## config.mk

```make
export PLATFORM = sky130hd
export DESIGN_NAME = pmio_cfg_space
export DESIGN_NICKNAME = d
export VERILOG_FILES = /design/src/rtl/pmio_cfg_pkg.sv /design/src/rtl/pmio_lane_shaper.sv /design/src/rtl/pmio_byte_store.sv /design/src/rtl/pmio_window_decode.sv /design/src/rtl/pmio_cfg_space.sv
export SDC_FILE = /design/constraint.sdc
export NUM_CORES = 2
export LEC_CHECK = 0
export BUFFER_PORTS_ARGS = -buffer_cell sky130_fd_sc_hd__buf_2
export CORE_UTILIZATION = 40
export DETAILED_ROUTE_END_ITERATION = 7
export GPL_ROUTABILITY_DRIVEN = 0
export PLACE_DENSITY = 0.59
export SETUP_SLACK_MARGIN = 0.1
export SLEW_MARGIN = 20
export SYNTH_ARGS = -nofsm -noshare
export SYNTH_HDL_FRONTEND = slang
export SYNTH_SLANG_ARGS = --single-unit
```

## constraint.sdc

```tcl
create_clock -name clk -period 3.8 [get_ports clk]
set_input_delay 0.19 -clock clk [delete_from_list [all_inputs] [get_ports clk]]
set_output_delay 0.19 -clock clk [all_outputs]
set_load 0.03 [all_outputs]
```

## src/rtl/pmio_cfg_pkg.sv

```systemverilog
package pmio_cfg_pkg;

    localparam int unsigned CFG_BYTES = 256;
    localparam int unsigned LANES     = 4;
    localparam int unsigned WORD_AW   = $clog2(CFG_BYTES / LANES);
    localparam int unsigned IO_AW     = 16;
    localparam int unsigned PM_SPAN   = 64;
    localparam int unsigned SM_SPAN   = 16;

    localparam logic [7:0] OFS_CMD       = 8'h04;
    localparam logic [7:0] OFS_STAT_LO   = 8'h06;
    localparam logic [7:0] OFS_STAT_HI   = 8'h07;
    localparam logic [7:0] OFS_RO_FIRST  = 8'h10;
    localparam logic [7:0] OFS_RO_LAST   = 8'h33;
    localparam logic [7:0] OFS_PM_BASE   = 8'h40;
    localparam logic [7:0] OFS_PM_EN     = 8'h80;
    localparam logic [7:0] OFS_SM_BASE   = 8'h90;
    localparam logic [7:0] OFS_SM_ALT_EN = 8'hD2;

    // Alignment masks for the low base byte, derived from window spans
    localparam logic [7:0] PM_LO_MASK = 8'(256 - PM_SPAN);
    localparam logic [7:0] SM_LO_MASK = 8'(256 - SM_SPAN);
    localparam logic [7:0] IO_SPACE_FLAG = 8'h01;

    typedef enum logic [1:0] {
        WIN_NONE = 2'd0,
        WIN_PM   = 2'd1,
        WIN_SM   = 2'd2
    } win_e;

    typedef struct packed {
        logic [7:0] val;    // value to store
        logic       we;     // store differs from old
        logic       moved;  // base byte changed
        win_e       win;    // which base (if any) the byte belongs to
    } lane_res_t;

    function automatic logic [7:0] reset_value(input logic [7:0] ofs);
        logic [7:0] v;
        case (ofs)
            OFS_STAT_LO: v = 8'h80;
            OFS_STAT_HI: v = 8'h02;
            OFS_PM_BASE: v = IO_SPACE_FLAG;
            OFS_SM_BASE: v = IO_SPACE_FLAG;
            8'h5F:       v = 8'h90;
            8'h63:       v = 8'h60;
            8'h67:       v = 8'h98;
            default:     v = 8'h00;
        endcase
        return v;
    endfunction

    function automatic win_e base_window(input logic [7:0] ofs);
        win_e w;
        if (ofs[7:2] == OFS_PM_BASE[7:2])      w = WIN_PM;
        else if (ofs[7:2] == OFS_SM_BASE[7:2]) w = WIN_SM;
        else                                   w = WIN_NONE;
        return w;
    endfunction

    function automatic lane_res_t shape_byte(input logic [7:0] ofs,
                                             input logic [7:0] old,
                                             input logic [7:0] din,
                                             input logic       en);
        lane_res_t r;
        r.val   = old;
        r.we    = 1'b0;
        r.moved = 1'b0;
        r.win   = base_window(ofs);
        if (en) begin
            if ((ofs >= OFS_RO_FIRST && ofs <= OFS_RO_LAST) || ofs == OFS_STAT_LO)
                r.val = old;
            else if (ofs == OFS_CMD)
                r.val = {old[7:1], din[0]};
            else if (ofs == OFS_PM_BASE)
                r.val = (din & PM_LO_MASK) | IO_SPACE_FLAG;
            else if (ofs == OFS_SM_BASE)
                r.val = (din & SM_LO_MASK) | IO_SPACE_FLAG;
            else
                r.val = din;
            r.we    = (r.val != old);
            r.moved = r.we && (r.win != WIN_NONE);
        end
        return r;
    endfunction

endpackage

```

## src/rtl/pmio_lane_shaper.sv

```systemverilog
module pmio_lane_shaper
    import pmio_cfg_pkg::*;
#(
    parameter int unsigned LANE = 0
) (
    input  logic [WORD_AW-1:0] word,
    input  logic               wr,
    input  logic               be,
    input  logic [7:0]         din,
    input  logic [7:0]         old,
    output lane_res_t          res
);
    logic [7:0] ofs;

    always_comb begin
        ofs = 8'(int'(word) * LANES + LANE);
        res = shape_byte(ofs, old, din, wr && be);
    end
endmodule

```

## src/rtl/pmio_byte_store.sv

```systemverilog
module pmio_byte_store
    import pmio_cfg_pkg::*;
(
    input  logic                 clk,
    input  logic                 rst,
    input  logic [WORD_AW-1:0]   word,
    input  logic [LANES-1:0]     lane_we,
    input  logic [LANES*8-1:0]   lane_val,
    output logic [LANES*8-1:0]   word_data,
    output logic [IO_AW-1:0]     pm_base16,
    output logic [IO_AW-1:0]     sm_base16,
    output logic                 pm_dec_en,
    output logic                 sm_dec_en
);
    logic [7:0] mem [CFG_BYTES];

    always_ff @(posedge clk) begin
        if (rst) begin
            for (int i = 0; i < CFG_BYTES; i++)
                mem[i] <= reset_value(8'(i));
        end else begin
            for (int k = 0; k < LANES; k++)
                if (lane_we[k])
                    mem[int'(word) * LANES + k] <= lane_val[k*8 +: 8];
        end
    end

    always_comb begin
        for (int k = 0; k < LANES; k++)
            word_data[k*8 +: 8] = mem[int'(word) * LANES + k];
        pm_base16 = {mem[int'(OFS_PM_BASE) + 1], mem[int'(OFS_PM_BASE)]};
        sm_base16 = {mem[int'(OFS_SM_BASE) + 1], mem[int'(OFS_SM_BASE)]};
        pm_dec_en = mem[int'(OFS_PM_EN)][0];
        sm_dec_en = mem[int'(OFS_CMD)][0] | mem[int'(OFS_SM_ALT_EN)][0];
    end
endmodule

```

## src/rtl/pmio_window_decode.sv

```systemverilog
module pmio_window_decode
    import pmio_cfg_pkg::*;
#(
    parameter int unsigned SPAN = 64
) (
    input  logic [IO_AW-1:0] io_addr,
    input  logic [IO_AW-1:0] base,
    input  logic             en,
    output logic             hit
);
    localparam logic [IO_AW-1:0] ALIGN_MASK = IO_AW'((1 << IO_AW) - SPAN);

    always_comb hit = en && ((io_addr & ALIGN_MASK) == (base & ALIGN_MASK));
endmodule

```

## src/rtl/pmio_cfg_space.sv

```systemverilog
module pmio_cfg_space
    import pmio_cfg_pkg::*;
(
    input  logic                 clk,
    input  logic                 rst,
    input  logic                 cfg_wr,
    input  logic [WORD_AW-1:0]   cfg_word,
    input  logic [LANES-1:0]     cfg_be,
    input  logic [LANES*8-1:0]   cfg_wdata,
    output logic [LANES*8-1:0]   cfg_rdata,
    input  logic [IO_AW-1:0]     io_addr,
    output logic                 pm_hit,
    output logic                 sm_hit,
    output logic                 pm_base_moved,
    output logic                 sm_base_moved
);
    lane_res_t              lane_res [LANES];
    logic [LANES-1:0]       lane_we;
    logic [LANES*8-1:0]     lane_val;
    logic [LANES-1:0]       pm_mv, sm_mv;
    logic [IO_AW-1:0]       pm_base16, sm_base16;
    logic                   pm_dec_en, sm_dec_en;

    for (genvar k = 0; k < LANES; k++) begin : g_lane
        pmio_lane_shaper #(.LANE(k)) u_shape (
            .word (cfg_word),
            .wr   (cfg_wr),
            .be   (cfg_be[k]),
            .din  (cfg_wdata[k*8 +: 8]),
            .old  (cfg_rdata[k*8 +: 8]),
            .res  (lane_res[k])
        );
        always_comb begin
            lane_we[k]            = lane_res[k].we;
            lane_val[k*8 +: 8]    = lane_res[k].val;
            pm_mv[k] = lane_res[k].moved && (lane_res[k].win == WIN_PM);
            sm_mv[k] = lane_res[k].moved && (lane_res[k].win == WIN_SM);
        end
    end

    pmio_byte_store u_store (
        .clk       (clk),
        .rst       (rst),
        .word      (cfg_word),
        .lane_we   (lane_we),
        .lane_val  (lane_val),
        .word_data (cfg_rdata),
        .pm_base16 (pm_base16),
        .sm_base16 (sm_base16),
        .pm_dec_en (pm_dec_en),
        .sm_dec_en (sm_dec_en)
    );

    always_ff @(posedge clk) begin
        if (rst) begin
            pm_base_moved <= 1'b0;
            sm_base_moved <= 1'b0;
        end else begin
            pm_base_moved <= |pm_mv;
            sm_base_moved <= |sm_mv;
        end
    end

    pmio_window_decode #(.SPAN(PM_SPAN)) u_pm_dec (
        .io_addr (io_addr),
        .base    (pm_base16),
        .en      (pm_dec_en),
        .hit     (pm_hit)
    );

    pmio_window_decode #(.SPAN(SM_SPAN)) u_sm_dec (
        .io_addr (io_addr),
        .base    (sm_base16),
        .en      (sm_dec_en),
        .hit     (sm_hit)
    );
endmodule

```

==> key figures <==
Die
  – Die W: 480 µm
  – Die ar.: 231,000 µm²
  – Initial Utilization: 40.2%
  – Rows: 175
  – Die Y: 480 µm
  – Core ar.: 227,000 µm²
  – I/O Pins: 97

Timing
  – Min Tclk post-route: 3.89 ns
  – Unrepaired setup endpoints after global routing: yes
  – Max-slew violation count: 0
  – Final hold violation count: 0
  – Slew @ Worst Pin: 1.22 ns
  – Final Setup Violations: 86
  – Peak Freq: 257 MHz
  – Fin Clk Skew: 0.0432 ns
  – Slew HR: 18.1%
  – Final WS setup: -0.0938 ns
  – Setup TNS: -1.19 ns
  – Period utilisation layout: 102%

Critical path
  – Crit. End Element: flip-flop
  – Reg2Reg Depth: 12
  – CP Data Required Time: 4.52 ns
  – CP Class: reg2reg
  – Critical Path AT: 4.61 ns
  – Worst Setup Start Kind: flip-flop
  – R2R setup slack: -0.09 ns
  – Worst-path fanout max: 11

Yosys
  – Syn Inst Count: 6,238
  – Yosys warnings: 0
  – Cell accounting for the most synthesized area: edfxtp_1
  – Mean post-synth cell area: 14.7 µm²
  – Post-synthesis compound-gate area fraction: 4.62%
  – Synth Area in Simple Gates: 9.96%
  – Post-synth top flop: edfxtp_1
  – Synth top area cells: edfxtp_1 67%, mux4_2 11%, nor2_1 7.5%
  – Number of flops mapped to enable cells by yosys: 2,048
  – Multiplexer share of the synthesized area: 13.2%
  – Synth Cell Area: 91,500 µm²
  – Synth top area share: 67.2%
  – Area share of fa/ha/maj cells after synthesis: 0%
  – Main combinational cell family by area after synthesis: multiplexers
  – Post-synth ARST share: 0%
  – FF+latch count, synth: 2,050
  – Register area share after synthesis: 67.3%
  – Synth cell types: 79
  – XOR/XNOR share of the synthesized area: 0.498%

Power and ir drop
  – Sequential power share: 49.7%
  – Leakage power total: 39.7 nW
  – Sw power: 0.0129 W
  – Combinational power share: 11.3%
  – Sw frac: 24.2%
  – PwrDens: 481 nW/µm²
  – Clock power frac: 39.0%
  – P_int: 0.0403 W
  – Worst vdd ir: 457 µV

Routing
  – TritonRoute pass-1 iters: 6
  – WL final: 306,000 µm
  – Post-DR wirelength/cell: 29.5 µm
  – Iter 0 DRT Violations: 7,773
  – Via density: 5.72
  – Met3 WL: 27,900 µm
  – Drt drc: 0
  – Final ANT Viol Nets: 0
  – Vias: 59,300
  – Top Layer Used: met5
  – Routed length on met1: 113,000 µm
  – Met2 wire len: 145,000 µm

Global route
  – First-pass GRT wire length: 424,000 µm
  – Antenna violations before repair: 8
  – Largest net degree at the start of global routing: 128
  – GRT overflow: 0
  – All-Layer GR Usage: 25.9%
  – Number of global-route vias before repair: 57,500

Clock tree
  – Clock slew at reported path FFs: 0.06 ns
  – CTS HTree Levels: 4
  – Clock Latency Late Sink: 0.89 ns
  – CTS tree: built
  – Clk sinks: 2,050
  – Cts bufs inserted: 210
  – Bufs on Longest Clock Path: 3
  – Root buffer cell: clkbuf_16

Hold path
  – Hold Crit Class: in2reg
  – Cells on Worst Hold Path: 6

Placed design
  – Cell count after placement: 9,922
  – Final HPWL DP: 216,000 µm
  – PortBufs: 92

Cells and area
  – Post-route insts no fill: 10,400
  – Fraction of layout cells with a size suffix above 1: 26.1%
  – Synth-to-Final Area Change: 20.9%
  – Final #Nets: 7,242

Run status
  – Failing checks: setup timing
  – Outcome: finished, violations left

Job
  – Max-cap violation count: 0
-- worst paths after layout --
path | start | to
setup reg to reg | u_store.mem[131][0] | pm_base_moved
setup / recovery | u_store.mem[131][0] | pm_base_moved
hold reg to reg | u_store.mem[128][1] | u_store.mem[68][1]
hold / removal | cfg_wdata[4] | u_store.mem[156][4]
-- metal layers --
layer / track usage (%) / vias to the layer above
li1: - / 24800
met1: 32.9 / 30400
met2: 41.9 / 3452
met3: 4.26 / 679
met4: 15.4 / 2
met5: 0 / -
-- cell type report --
cell class	instances	area [µm²]
diodes	4	10.0
clock buffers	249	5490
clock inverters	139	1320
fillers	19500	117000
inverters	18	67.6
multi-input cells	3843	27400
flip-flops and latches	2050	61500
well taps	3009	3760
repair buffers	1058	11000
-- kinds of logic (layout without fill, tap and decap cells) --
kind of cell | count (synthesis) | count (layout)
other cells | 2 | 310
flops | 2050 | 2050
compound gates | 574 | 574
buf+inv | 649 | 1464
mux | 650 | 650
simple gates | 2261 | 2261
xor+xnor | 52 | 52
-- registers in the layout, indices dropped and copies added (netlist names) --
| signal | flops |
|---|---|
| u_store.mem | 2048 |
| sm_base_moved | 1 |
| pm_base_moved | 1 |
-- per-stage QoR --
step	hold slack [ns]	setup WS, ns	total power (W)	utilization [%]	cell area, µm²
after floorplan	0.364	0.151	0.0297	-	92600
after global placement	0.532	-1.50	0.0325	45.1	102000
after detailed placement	0.537	-1.38	0.0326	45.1	102000
after CTS	0.0573	0.0300	0.0532	48.3	110000
after global routing	0.104	0.00686	0.0544	48.7	111000
final	0.118	-0.0938	0.0532	48.7	111000
-- synthesized netlist by cell type (all sizes together), types with 8 or more instances --
master       instances
a22oi               88
mux2                22
or3                 49
a21o               216
nand2              230
buf                351
xor2                18
a21oi               38
a22o                26
and3                10
nor2b               13
clkbuf             260
mux2i              189
mux4               439
o21ai               49
dlygate4sd1         20
nand4               18
nor3                28
a31oi               14
edfxtp            2048
o22ai               34
a221oi              48
and2                11
o211ai               8
nand2b              14
inv                 15
nor2              1823
xnor2               34
nand3               37
or3b                 8
-- repair_timing --
item	in CTS	in global routing
pin swaps	10	10
hold buffers	27	0
cloned	2	18
gates resized for setup	45	53
hold endpoints to repair	747	0
endpoints found under the setup margin	2096	2747
setup buffers	5	3
-- worst max-delay path: stages, from the launching register on --
cell and delay, ns:
edfxtp_1 0.39, mux4_2 0.49, nor2_1 0.18, o311ai_0 0.21, nand4b_1 0.45, and3_1 0.38, xor2_1 0.17, nor4_2 0.32
a41oi_4 0.22, buf_12 0.22, buf_12 0.15, nor3_4 0.38, o21ai_1 0.18
-- power groups by stage --
stage | Clock (W) | Combinational (W) | Sequential (W)
2_1_floorplan | 0 | 0.00299 | 0.0267
3_3_place_gp | 0 | 0.00568 | 0.0268
3_5_place_dp | 0 | 0.00571 | 0.0269
4_1_cts | 0.0209 | 0.00582 | 0.0264
5_1_grt | 0.0218 | 0.00619 | 0.0265
6_report | 0.0208 | 0.00601 | 0.0264
-- cell usage in the layout, fill, tap and decap left out, types with 34 or more instances in the layout --
| cell | netlist | final |
|---|---|---|
| mux4_2 | 438 | 438 |
| a22oi_1 | 88 | 87 |
| mux2i_1 | 189 | 188 |
| xnor2_1 | 34 | 34 |
| o21ai_0 | 45 | 44 |
| edfxtp_1 | 2048 | 2048 |
| a21oi_1 | 37 | 35 |
| or3_1 | 49 | 40 |
| clkinv_2 | 0 | 41 |
| nand3_1 | 37 | 36 |
| clkbuf_1 | 258 | 35 |
| buf_4 | 136 | 686 |
| buf_12 | 0 | 215 |
| nand2_1 | 198 | 198 |
| nor2_1 | 1822 | 1817 |
| a221oi_1 | 47 | 42 |
| clkinv_1 | 3 | 57 |
| a21o_1 | 216 | 200 |
| buf_2 | 89 | 87 |
| clkbuf_16 | 0 | 232 |
| conb_1 | 2 | 306 |
(Power assumes the default switching activity.)
